<file path="src/rtl/seg7_lcd_pkg.sv">
// Package: shared widths, types and constants for the segment decoder.
// Assumes a single-digit display with 4-bit codes and 7 segments.
package seg7_lcd_pkg;
    localparam int CODE_W     = 4;
    localparam int SEG_N      = 7;
    localparam int NUM_CODES  = 1 << CODE_W;

    typedef logic [CODE_W-1:0] code_t;
    typedef logic [SEG_N-1:0]  seg_t;

    // Code held after reset: the all-off glyph
    localparam code_t BLANK_CODE = code_t'(NUM_CODES - 1);
endpackage

</file>
<file path="src/rtl/seg7_code_hold.sv">
// Strobed code register.
// Synchronous stand-in for a transparent latch: it loads d on each
// clock edge while load is high and keeps its value otherwise.
// Assumes a synchronous active-low reset, which returns it to RESET_CODE.
module seg7_code_hold
    import seg7_lcd_pkg::*;
#(
    parameter code_t RESET_CODE = BLANK_CODE
) (
    input  logic  clk,
    input  logic  rst_n,
    input  logic  load,
    input  code_t d,
    output code_t q
);
    code_t held_q;

    // Capture the incoming code while strobed; keep it otherwise
    always_ff @(posedge clk) begin
        if (!rst_n)
            held_q <= RESET_CODE;
        else if (load)
            held_q <= d;
    end

    assign q = held_q;


    load_capture_chk: assert property (@(posedge clk) disable iff (!rst_n)
        load |=> (q == $past(d)));


    hold_stable_chk: assert property (@(posedge clk) disable iff (!rst_n)
        !load |=> $stable(q));


    reset_blank_chk: assert property (@(posedge clk)
        !rst_n |=> (q == RESET_CODE));
endmodule

</file>
<file path="src/rtl/seg7_glyph_dec.sv">
// Glyph decoder: maps each code to its segment-select pattern.
// Bit 0 is segment a and bit 6 is segment g; a 1 means lit.
// Purely combinational, and every code value has a glyph.
module seg7_glyph_dec
    import seg7_lcd_pkg::*;
(
    input  code_t code,
    output seg_t  pattern
);
    // Lookup of the sixteen glyphs: digits, then L P H A dash blank
    always_comb begin
        unique case (code)
            4'd0:    pattern = 7'h3F;
            4'd1:    pattern = 7'h06;
            4'd2:    pattern = 7'h5B;
            4'd3:    pattern = 7'h4F;
            4'd4:    pattern = 7'h66;
            4'd5:    pattern = 7'h6D;
            4'd6:    pattern = 7'h7D;
            4'd7:    pattern = 7'h07;
            4'd8:    pattern = 7'h7F;
            4'd9:    pattern = 7'h6F;
            4'd10:   pattern = 7'h38;
            4'd11:   pattern = 7'h73;
            4'd12:   pattern = 7'h76;
            4'd13:   pattern = 7'h77;
            4'd14:   pattern = 7'h40;
            default: pattern = 7'h00;
        endcase
    end
endmodule

</file>
<file path="src/rtl/seg7_polarity_drv.sv">
// Polarity stage: XORs each segment select with the display-frequency
// level and forwards that level on the common-electrode output.
// With OUT_REG=1, segments and common share one register stage, so they
// change on the same edge. With OUT_REG=0, the stage is combinational.
module seg7_polarity_drv
    import seg7_lcd_pkg::*;
#(
    parameter bit OUT_REG = 1'b1
) (
    input  logic clk,
    input  logic rst_n,
    input  seg_t pattern,
    input  logic df,
    output seg_t seg_out,
    output logic com_out
);
    seg_t drive_c;

    // One XOR per segment line
    for (genvar i = 0; i < SEG_N; i++) begin : g_seg
        assign drive_c[i] = pattern[i] ^ df;
    end

    if (OUT_REG) begin : g_reg
        seg_t seg_q;
        logic com_q;

        // Register the segment lines and the common copy together
        always_ff @(posedge clk) begin
            if (!rst_n) begin
                seg_q <= '0;
                com_q <= 1'b0;
            end else begin
                seg_q <= drive_c;
                com_q <= df;
            end
        end

        assign seg_out = seg_q;
        assign com_out = com_q;


        com_follow_chk: assert property (@(posedge clk) disable iff (!rst_n)
            $past(rst_n) |-> (com_out == $past(df)));


        polarity_rel_chk: assert property (@(posedge clk) disable iff (!rst_n)
            $past(rst_n) |-> ((seg_out ^ {SEG_N{com_out}}) == $past(pattern)));


        df_flip_chk: assert property (@(posedge clk) disable iff (!rst_n)
            ($past(rst_n) && $stable(pattern) && (df != $past(df)))
            |=> (seg_out == ~$past(seg_out)));
    end else begin : g_comb
        assign seg_out = drive_c;
        assign com_out = df;
    end
endmodule

</file>
<file path="src/rtl/seg7_lcd_decoder.sv">
// Top level: strobed code register -> glyph decoder -> polarity stage.
// Latency with the default registered output: a code reaches seg_out two
// edges after it is applied with strobe high, and df_in reaches seg_out
// and com_out one edge after it changes.
module seg7_lcd_decoder
    import seg7_lcd_pkg::*;
#(
    parameter bit OUT_REG = 1'b1
) (
    input  logic             clk,
    input  logic             rst_n,
    input  logic [CODE_W-1:0] code_in,
    input  logic             strobe,
    input  logic             df_in,
    output logic [SEG_N-1:0]  seg_out,
    output logic             com_out
);
    code_t held_code;
    seg_t  sel_pattern;

    seg7_code_hold #(.RESET_CODE(BLANK_CODE)) u_hold (
        .clk   (clk),
        .rst_n (rst_n),
        .load  (strobe),
        .d     (code_in),
        .q     (held_code)
    );

    seg7_glyph_dec u_dec (
        .code    (held_code),
        .pattern (sel_pattern)
    );

    seg7_polarity_drv #(.OUT_REG(OUT_REG)) u_drv (
        .clk     (clk),
        .rst_n   (rst_n),
        .pattern (sel_pattern),
        .df      (df_in),
        .seg_out (seg_out),
        .com_out (com_out)
    );
endmodule

</file>
<file path="config.mk">
export PLATFORM = sky130hd
export DESIGN_NAME = seg7_lcd_decoder
export DESIGN_NICKNAME = d
export VERILOG_FILES = /design/src/rtl/seg7_lcd_pkg.sv /design/src/rtl/seg7_code_hold.sv /design/src/rtl/seg7_glyph_dec.sv /design/src/rtl/seg7_polarity_drv.sv /design/src/rtl/seg7_lcd_decoder.sv
export SDC_FILE = /design/constraint.sdc
export NUM_CORES = 1
export LEC_CHECK = 0
export BUFFER_PORTS_ARGS = -buffer_cell sky130_fd_sc_hd__buf_4
export CAP_MARGIN = 20
export CORE_MARGIN = 2
export CORE_UTILIZATION = 57
export DETAILED_ROUTE_END_ITERATION = 10
export GPL_TIMING_DRIVEN = 1
export PLACE_DENSITY = 0.79
export SLEW_MARGIN = 20
export SYNTH_ARGS = -nofsm -noshare
export SYNTH_HDL_FRONTEND = slang
export SYNTH_SLANG_ARGS = --single-unit
</file>
<file path="constraint.sdc">
create_clock -name clk -period 2.5 [get_ports clk]
set_input_delay 0.25 -clock clk [delete_from_list [all_inputs] [get_ports clk]]
set_output_delay 0.25 -clock clk [all_outputs]
set_load 0.005 [all_outputs]
</file>
==> results.md, run 1 <==
- Fraction of layout cells with a size suffix above 1: 22.7%
- First-pass GRT wire length: 2820 µm
- Clock transition at path regs: 100 ps
- P per Cell Area: 572 mW/mm²
- Critical Path End Type: flop
- YS warnings: 0
- Critical R2R Launch: u_hold.q[1]
- Hold Path Depth: 3
- Synth Net Count: 110
- Total gr overflow: 0
- Vias per cell: 5.67
- Initial core utilization: 61.9%
- Area after DPL: 0.00107 mm²
- Maximum vdd drop: 0.000314 V
- Die width: 44.9 µm
- Path type of the worst setup path: flop to flop
- RR Endpoint: u_dec.pattern[5]
- Pre-Repair DR Iteration Count: 4
- Fillers: 132
- CTS Buf Count: 3
- Worst-margin pin slew: 519 ps
- Detailed placement HPWL: 1220 µm
- Setup ws final: 819 ps
- CTS H-tree depth: 1
- Seq cells post-synth: 19
- Area growth, synth to finish: 14.5%
- Mapped Avg Cell Area: 10.0 µm²
- Post-Synthesis Cells: 95
- Rel. slew slack: 64.7%
- Clock skew: 2.34 ps
- Reg2Reg Depth: 6
- Status: finished, final reports clean
- Setup total negative slack: 0 ps
- Post-synthesis sequential area ratio: 39.8%
- Worst Path Required: 2740 ps
- Hold-fix buffers, CTS: 0
- Tot GR Track Use: 19.2%
- Tmin final: 1680 ps
- CTS root buf: clkbuf_4
- Core Region: 0.00154 mm²
- Period utilization: 67.2%
- Fmax: 595 MHz
- Largest net degree at the start of global routing: 25
- Initial antenna violation count: 0
- # IOs: 16
- Final net count: 126
- WL final: 1640 µm
- FF-to-FF setup slack: 820 ps
- Clk sink count: 19
- Drt drc: 0
- Via count: 714
- RD Place Congestion: 0.828
- Routed WL per cell: 13.0 µm
- Hold endpoint: u_hold.q[0]
- DP Worst Slack: 621 ps
- Hold Path Class: primary input to flop
- Post-CTS Repair Setup Buffers: 0
- Worst skew pair latency: 290 ps
- Worst Path Arrival: 1920 ps
- Total power: 0.626 mW
- Ant. Diodes: 0
- Routed Antenna Nets: 0
- Cell variety after synth: 34
- Leak pwr: 0.499 nW
- Final non-filler cell area: 0.00109 mm²
- CP Launch Point: u_hold.q[1]
- Final setup fails: 0
- Max Cap Violations: 0
- Die area: 0.00202 mm²
- 1st-iter DRT viols: 16
- Crit Path Max Fanout: 5
- CTS tree: done
- RSZ-0062 raised after global routing: no
- Clock Path Buffers: 2
- Final Slew Violations: 0
- Hold_sp: code_in[0]
- CTS resizes: 0
- Final Hold Fails: 0
- Row Count: 14
- Cell area after synthesis: 955 µm²
- WHS: 190 ps
- Startpoint Class: flop
- Vias in the first global route: 643
- Chip height: 44.9 µm
- Port buffer count: 15
-- cells by family after synthesis --
| kind of cell | count (synthesis) | synth area share, % |
|---|---|---|
| fa+ha+maj | 7 | 9.17 |
| simple gates | 29 | 16.0 |
| compound gates | 17 | 14.4 |
| flops | 19 | 39.8 |
| xor+xnor | 7 | 6.42 |
| mux | 9 | 10.9 |
| buf+inv | 7 | 3.28 |
-- report_power, final --
group          internal (mW)  total (mW)  switching, mW
Sequential             0.332       0.344         0.0118
Clock                 0.0620       0.152         0.0900
Combinational         0.0690       0.130         0.0612
-- worst max-delay path by stage --
stage | slack [ps] | end | depth (start not counted)
after global routing | 740 | u_dec.pattern[5] | 6
after detailed placement | 620 | u_dec.pattern[5] | 7
after CTS | 820 | u_dec.pattern[5] | 6
final | 820 | u_dec.pattern[5] | 6
after floorplan | 880 | u_dec.pattern[5] | 7
after global placement | 610 | u_dec.pattern[5] | 7
-- state kept, by name, summed over array words and instances, names as in the netlist --
signal	cells
u_drv.seg_out	7
u_dec.pattern	7
u_drv.com_out	1
u_hold.q	4
-- synthesized netlist by cell type (all sizes together) --
| master | count | share of area (%) |
|---|---|---|
| nor4bb | 1 | 1.0 |
| a21oi | 2 | 1.0 |
| a21boi | 2 | 1.6 |
| nand3b | 2 | 1.6 |
| o221ai | 3 | 3.4 |
| and3 | 1 | 0.66 |
| a31oi | 1 | 0.66 |
| buf | 4 | 2.1 |
| nand2b | 1 | 0.66 |
| nor2b | 1 | 0.66 |
| a41o | 1 | 1.0 |
| nor3 | 1 | 0.52 |
| ha | 7 | 9.2 |
| mux2 | 2 | 2.8 |
| and2 | 3 | 2.0 |
| and4b | 1 | 1.0 |
| xnor2 | 7 | 6.4 |
| o221a | 1 | 1.2 |
| inv | 3 | 1.2 |
| a22oi | 1 | 0.79 |
| o31ai | 1 | 0.79 |
| a211o | 1 | 0.92 |
| or3b | 1 | 0.92 |
| o21ai | 2 | 1.0 |
| nand2 | 8 | 3.4 |
| a21bo | 1 | 1.0 |
| mux2i | 7 | 8.1 |
| nor2 | 9 | 3.5 |
| dfxtp | 19 | 40 |
| a41oi | 1 | 0.92 |
-- critical path, cell delays in order (launching register included) --
cell,delay (ps)
dfxtp_1,330
mux2i_1,310
nand2_1,220
ha_1,300
mux2i_1,130
mux2_2,170
o221a_2,170
-- final cells by class --
class / count / area (µm²) / share of cell area (%)
multi-input combinational: 69 / 543 / 49.7
sequential: 19 / 380 / 34.8
timing repair buffer: 15 / 113 / 10.3
clock buffer: 4 / 26.3 / 2.40
tap: 16 / 20.0 / 1.83
inverter: 3 / 11.3 / 1.03
-- stage by stage --
stage	utilization, %	std cells
final	70.9	126
after CTS	70.9	126
after floorplan	-	95
after global routing	70.9	126
after detailed placement	69.2	122
after global placement	69.2	122
-- per-layer routing --
| metal | up-vias | GRT usage (%) | part of all wire, % | routed length, µm |
|---|---|---|---|---|
| li1 | 366 | - | - | - |
| met1 | 327 | 24.4 | 47 | 764 |
| met2 | 18 | 33.1 | 48 | 788 |
| met3 | 3 | 3.60 | 4.1 | 67 |
| met4 | 0 | 5.29 | 0.92 | 15 |
| met5 | - | 0 | 0 | 0 |
-- placed cells by master (no fill, tap or decap) --
cell type,count
a211o_1,1
a21bo_1,1
a21boi_1,2
a21oi_1,2
a22oi_1,1
a31oi_1,1
a41o_1,1
a41oi_1,1
and2_1,3
and3_1,1
and4b_1,1
buf_4,15
clkbuf_1,1
clkbuf_4,3
dfxtp_1,19
ha_1,7
inv_1,3
mux2_2,1
mux2_4,1
mux2i_1,5
mux2i_2,2
nand2_1,7
nand2_2,1
nand2b_1,1
nand3b_1,2
nor2_1,9
nor2b_1,1
nor3_1,1
nor4bb_1,1
o21ai_1,2
o221a_2,1
o221ai_1,2
o221ai_2,1
o31ai_1,1
or3b_1,1
xnor2_1,7
(Power assumes the default switching activity.)
==> run 2: changes to the inputs <==
Settings changed: ABC_AREA set to 1, CORE_UTILIZATION 57 to 47, PLACE_DENSITY 0.79 to 0.7.
Clock period 2.5 ns to 1.47 ns, I/O delays scaled along.
==> run 2 against run 1 <==
Effect of this change: sequential power grew 72%; die area is 12% higher; synthesized cell count is 26% higher; sequential share of layout area increased by 1.5 points; utilization fell by 11 points; total power is 67% higher; worst setup slack worse by 680 ps; flip-flop and latch count stayed put; register-to-register slack worse by 680 ps; first-iteration DRC count up 25%; critical path type unchanged.
==> results.md, run 2 <==
- Status: finished, final reports clean
- Clock transition at path regs: 100 ps
- Max Used Layer: met4
- Cell-by-cell trace of the critical path: nand2_1 > nand3_1 > inv_1 > ha_1 > nand4_1 > nand3_1 > nand2_1
- CTS H-tree depth: 1
- Ant. Diodes: 0
- Maximum vdd drop: 0.000407 V
- CTS Buf Count: 3
- Core Region: 0.00175 mm²
- Cell variety after synth: 15
- Switching power: 0.288 mW
- Setup ws final: 141 ps
- Cell area after synthesis: 888 µm²
- Worst skew pair latency: 290 ps
- Internal Power: 0.759 mW
- Synth async-reset ratio: 0%
- FF-to-FF setup slack: 140 ps
- Clock share of power: 24.2%
- Crit-path max cell delay: 320 ps
- Via count: 764
- Final net count: 153
- Clock Path Buffers: 2
- Total power: 1.05 mW
- Synth Net Count: 135
- Top Family by Delay on Critical Path: simple AND/OR/NAND/NOR gates
- Vias in the first global route: 649
- WL final: 1530 µm
- Hold-fix buffers, CTS: 0
- Seq cells post-synth: 19
- Worst-margin pin slew: 250 ps
- Tot GR Track Use: 17.3%
- Most frequent cell after synthesis: nand2_1
- Met2 WL: 706 µm
- RSZ-0062 raised after global routing: no
- Die area: 0.00225 mm²
- Total gr overflow: 0
- Drt drc: 0
- Port buffer count: 15
- Post-synth top cells: nand2_1, dfxtp_1, nor2_1
- # IOs: 16
- Most used DFF post-synth: dfxtp_1
- Sw Share: 27.5%
- Critical Path End Type: flop
- Worst Path Required: 1660 ps
- Routed WL per cell: 9.43 µm
- First-pass GRT wire length: 2650 µm
- Seq pwr share: 56.3%
- Initial antenna violation count: 0
- Post-synth top area share: 42.8%
- Die width: 47.5 µm
- Pre-Repair DR Iteration Count: 4
- Gate power share: 19.4%
- YS warnings: 0
- Initial core utilization: 50.9%
- Layout Cells excl Fill: 162
- CTS root buf: clkbuf_4
- Slowest-stage cell, CP: dfxtp_1
- Rel. slew slack: 83.3%
- DP Worst Slack: 66.0 ps
- Max Cap Violations: 0
- Number of flops mapped to enable cells by yosys: 0
- Largest net degree at the start of global routing: 16
- Crit Path Max Fanout: 4
- Most frequent cells in the layout: nand2_1, dfxtp_1, nor2_1, buf_4, nand3_1
- Tmin final: 1330 ps
- RD Place Congestion: 0.857
- Fin util: 60.1%
- Fmax: 753 MHz
- Dpl cells: 158
- Fraction of layout cells with a size suffix above 1: 19.0%
- Leading area contributor after synthesis: dfxtp_1
- Leak pwr: 0.576 nW
- Chip height: 47.5 µm
- Period utilization: 90.4%
- Mapped Avg Cell Area: 7.40 µm²
- P per Cell Area: 998 mW/mm²
- Row Count: 15
- Area growth, synth to finish: 18.0%
- Post-synthesis sequential area ratio: 42.8%
- Path type of the worst setup path: flop to flop
- M1 WL: 691 µm
- WP buf/inv: 1
- Detailed placement HPWL: 1160 µm
- Hold Path Class: primary input to flop
- CTS tree: done
- Synth area leaders: dfxtp_1, nand2_1, ha_1
- Routed Antenna Nets: 0
- 1st-iter DRT viols: 20
- Worst Path Arrival: 1520 ps
- Met3 wire length: 86 µm
- Clock skew: 2.29 ps
- Commonest non-fill, non-tap cell in the layout: nand2_1
- Final Hold Fails: 0
- Setup total negative slack: 0 ps
- Post-Synthesis Cells: 120
- Final Slew Violations: 0
- Startpoint Class: flop
- Final setup fails: 0
- Vias per cell: 4.72
- Clk sink count: 19
-- run 2: cell types whose count changed in the layout (fill, tap and decap cells not counted), moves of 3 or more --
cell / previous run / this run
nor2_1: 9 / 16
inv_1: 3 / 9
nand3_1: 0 / 11
xnor2_1: 7 / 0
mux2i_1: 5 / 0
nand2_1: 7 / 45
and2_1: 3 / 0
nand4_1: 0 / 3
-- run 2: metrics by stage --
step	instance area, µm²	hold WS [ps]
6_report	1050	69.3
5_1_grt	1050	61.1
4_1_cts	1050	68.5
3_5_place_dp	1020	377
3_3_place_gp	1020	377
2_1_floorplan	888	287
-- run 2: layer usage --
layer  up-vias  global-route usage, %
met2        26                   27.8
met1       331                   20.9
met4         0                   11.7
met5         -                      0
met3         4                   3.40
li1        403                      -
-- run 2: final timing paths --
| kind | endpoint | start | cells after the start |
|---|---|---|---|
| setup / recovery | u_dec.pattern[0] | u_hold.q[0] | 7 |
| hold / removal | u_hold.q[1] | rst_n | 2 |
| setup reg to reg | u_dec.pattern[0] | u_hold.q[0] | 7 |
| hold reg to reg | u_drv.seg_out[4] | u_dec.pattern[4] | 2 |
-- run 2: cells by family after synthesis --
kind of cell / count (synthesis) / synth area share (%)
fa+ha+maj: 7 / 9.86
flops: 19 / 42.8
buf+inv: 13 / 6.62
simple gates: 80 / 40.1
compound gates: 1 / 0.563
-- run 2: final cells by class --
class                           instances  area, µm²
Fill cell                             166        697
Inverter                               10       37.5
Tap cell                               25       31.3
Timing Repair Buffer                   16        120
Sequential cell                        19        380
Multi-Input combinational cell         88        452
Clock inverter                          1       5.00
Clock buffer                            3       22.5
-- run 2: power groups by stage --
stage / combinational, mW / sequential (mW) / clock, mW
2_1_floorplan: 0.129 / 0.602 / 0
3_3_place_gp: 0.200 / 0.601 / 0
3_5_place_dp: 0.203 / 0.602 / 0
4_1_cts: 0.203 / 0.590 / 0.265
5_1_grt: 0.236 / 0.597 / 0.292
6_report: 0.203 / 0.590 / 0.254
-- run 2: repair_timing --
item | 4_1_cts | 5_1_grt
setup buffers | 0 | 0
resized for setup | 0 | 1
setup endpoints to repair | 0 | 3
==> run 3: changes to the inputs <==
Settings changed: RECOVER_POWER set to 100.
==> run 3 against run 2 <==
Effect of this change: combinational power is 4% lower; final cell count did not move; non-clock buffer count is the same; register-to-register slack about the same; cell area decreased by 2.0%; via count shrank 0.26%; utilization down 1.2 points; sequential share of layout area up 0.75 points; clock-buffer cell count unchanged; clock skew about the same; sequential power is essentially flat; total power down 0.89%.
==> results.md, run 3 (synthesis results as in run 2) <==
- DP Worst Slack: 66.0 ps
- Core Region: 0.00175 mm²
- Hold Path Depth: 2
- Internal Power: 0.754 mW
- Clk sink count: 19
- Critical Path End Type: flop
- Setup total negative slack: 0 ps
- 1st-iter DRT viols: 11
- Final setup fails: 0
- Die width: 47.5 µm
- First-pass GRT wire length: 2650 µm
- # IOs: 16
- Final Slew Violations: 0
- CTS Buf Count: 3
- WL final: 1510 µm
- Tot GR Track Use: 17.3%
- Crit Path Max Fanout: 4
- Setup ws final: 146 ps
- FF-to-FF setup slack: 150 ps
- Rel. slew slack: 80.5%
- Initial antenna violation count: 0
- Slowest-stage cell, CP: dfxtp_1
- Worst Path Required: 1660 ps
- Clock transition at path regs: 100 ps
- Cell-by-cell trace of the critical path: nand2_1 > nand3_1 > inv_1 > ha_1 > nand4_1 > nand3_1 > nand2_1
- CP Launch Point: u_hold.q[0]
- Initial core utilization: 50.9%
- Max Cap Violations: 0
- Sw Share: 27.3%
- P per Cell Area: 1010 mW/mm²
- Switching power: 0.283 mW
- Worst-margin pin slew: 291 ps
- CTS tree: done
- Largest net degree at the start of global routing: 16
- Area growth, synth to finish: 15.6%
- Hold Path Class: primary input to flop
- Path type of the worst setup path: flop to flop
- WHS: 69.4 ps
- Gate power share: 18.7%
- Vias in the first global route: 649
- Post-CTS Repair Setup Buffers: 0
- Pre-Repair DR Iteration Count: 4
- Row Count: 15
- Worst Path Arrival: 1520 ps
- RSZ-0062 raised after global routing: no
- Fraction of layout cells with a size suffix above 1: 16.8%
- Reg2Reg Depth: 7
- Routed WL per cell: 9.33 µm
- Die area: 0.00225 mm²
- RR Endpoint: u_dec.pattern[0]
- Hold_sp: rst_n
- Top Family by Delay on Critical Path: simple AND/OR/NAND/NOR gates
- Status: finished, final reports clean
- Fmax: 755 MHz
- CTS H-tree depth: 1
- Layout Cells excl Fill: 162
- Critical R2R Launch: u_hold.q[0]
- Drt drc: 0
- Detailed placement HPWL: 1160 µm
- Crit-path max cell delay: 320 ps
- WP buf/inv: 1
- Commonest non-fill, non-tap cell in the layout: nand2_1
- CTS resizes: 0
- Ant. Diodes: 0
- Seq pwr share: 56.8%
- Final net count: 153
- Maximum vdd drop: 0.000415 V
- Clock Path Buffers: 2
- Via count: 762
- Tmin final: 1320 ps
- Port buffer count: 15
- CTS root buf: clkbuf_4
- Total power: 1.04 mW
- Hold-fix buffers, CTS: 0
- Final Hold Fails: 0
- Startpoint Class: flop
- Vias per cell: 4.70
- Clock share of power: 24.5%
- Worst skew pair latency: 290 ps
- Chip height: 47.5 µm
- Leak pwr: 0.565 nW
- Period utilization: 90.1%
- Hold endpoint: u_hold.q[1]
- Total gr overflow: 0
- RD Place Congestion: 0.857
- Routed Antenna Nets: 0
- Clock skew: 1.83 ps
- Fillers: 171
- Most frequent cells in the layout: nand2_1, dfxtp_1, nor2_1, nand3_1, clkbuf_4
- Dpl cells: 158
[run 3: cell types whose count changed in the layout (fill, tap and decap cells not counted), sizes merged]
cell / previous run / this run
clkbuf: 3 / 11
buf: 16 / 8
[run 3: area by class of cell]
| cell class | instances | area (µm²) | area share [%] |
|---|---|---|---|
| clock buffers | 3 | 22.5 | 2.19 |
| clock inverters | 1 | 5.00 | 0.487 |
| inverters | 10 | 37.5 | 3.65 |
| multi-input cells | 88 | 434 | 42.3 |
| flip-flops and latches | 19 | 380 | 37.0 |
| well taps | 25 | 31.3 | 3.05 |
| repair buffers | 16 | 116 | 11.3 |
[run 3: metal layers]
layer / GRT usage, % / part of all wire (%) / vias to the layer above
met2: 27.8 / 45 / 19
met3: 3.40 / 3.7 / 4
met1: 20.9 / 48 / 335
met5: 0 / 0 / -
li1: - / - / 404
met4: 11.7 / 2.8 / 0
[run 3: worst max path at each step]
stage	end	slack (ps)	cells after the start
2_1_floorplan	u_dec.pattern[4]	300	7
3_3_place_gp	u_dec.pattern[3]	90	8
3_5_place_dp	u_dec.pattern[0]	70	8
4_1_cts	u_dec.pattern[0]	100	7
5_1_grt	u_dec.pattern[0]	30	7
6_report	u_dec.pattern[0]	150	7
[run 3: power groups by stage]
stage / clock [mW] / sequential (mW) / combinational (mW)
after floorplan: 0 / 0.602 / 0.129
after global placement: 0 / 0.601 / 0.200
after detailed placement: 0 / 0.602 / 0.203
after CTS: 0.265 / 0.590 / 0.203
after global routing: 0.292 / 0.596 / 0.228
final: 0.254 / 0.589 / 0.194
[run 3: metrics by stage]
| stage | util, % | instance area, µm² |
|---|---|---|
| 6_report | 58.9 | 1030 |
| 4_1_cts | 59.9 | 1050 |
| 3_5_place_dp | 58.4 | 1020 |
| 5_1_grt | 58.9 | 1030 |
| 2_1_floorplan | - | 888 |
| 3_3_place_gp | 58.4 | 1020 |
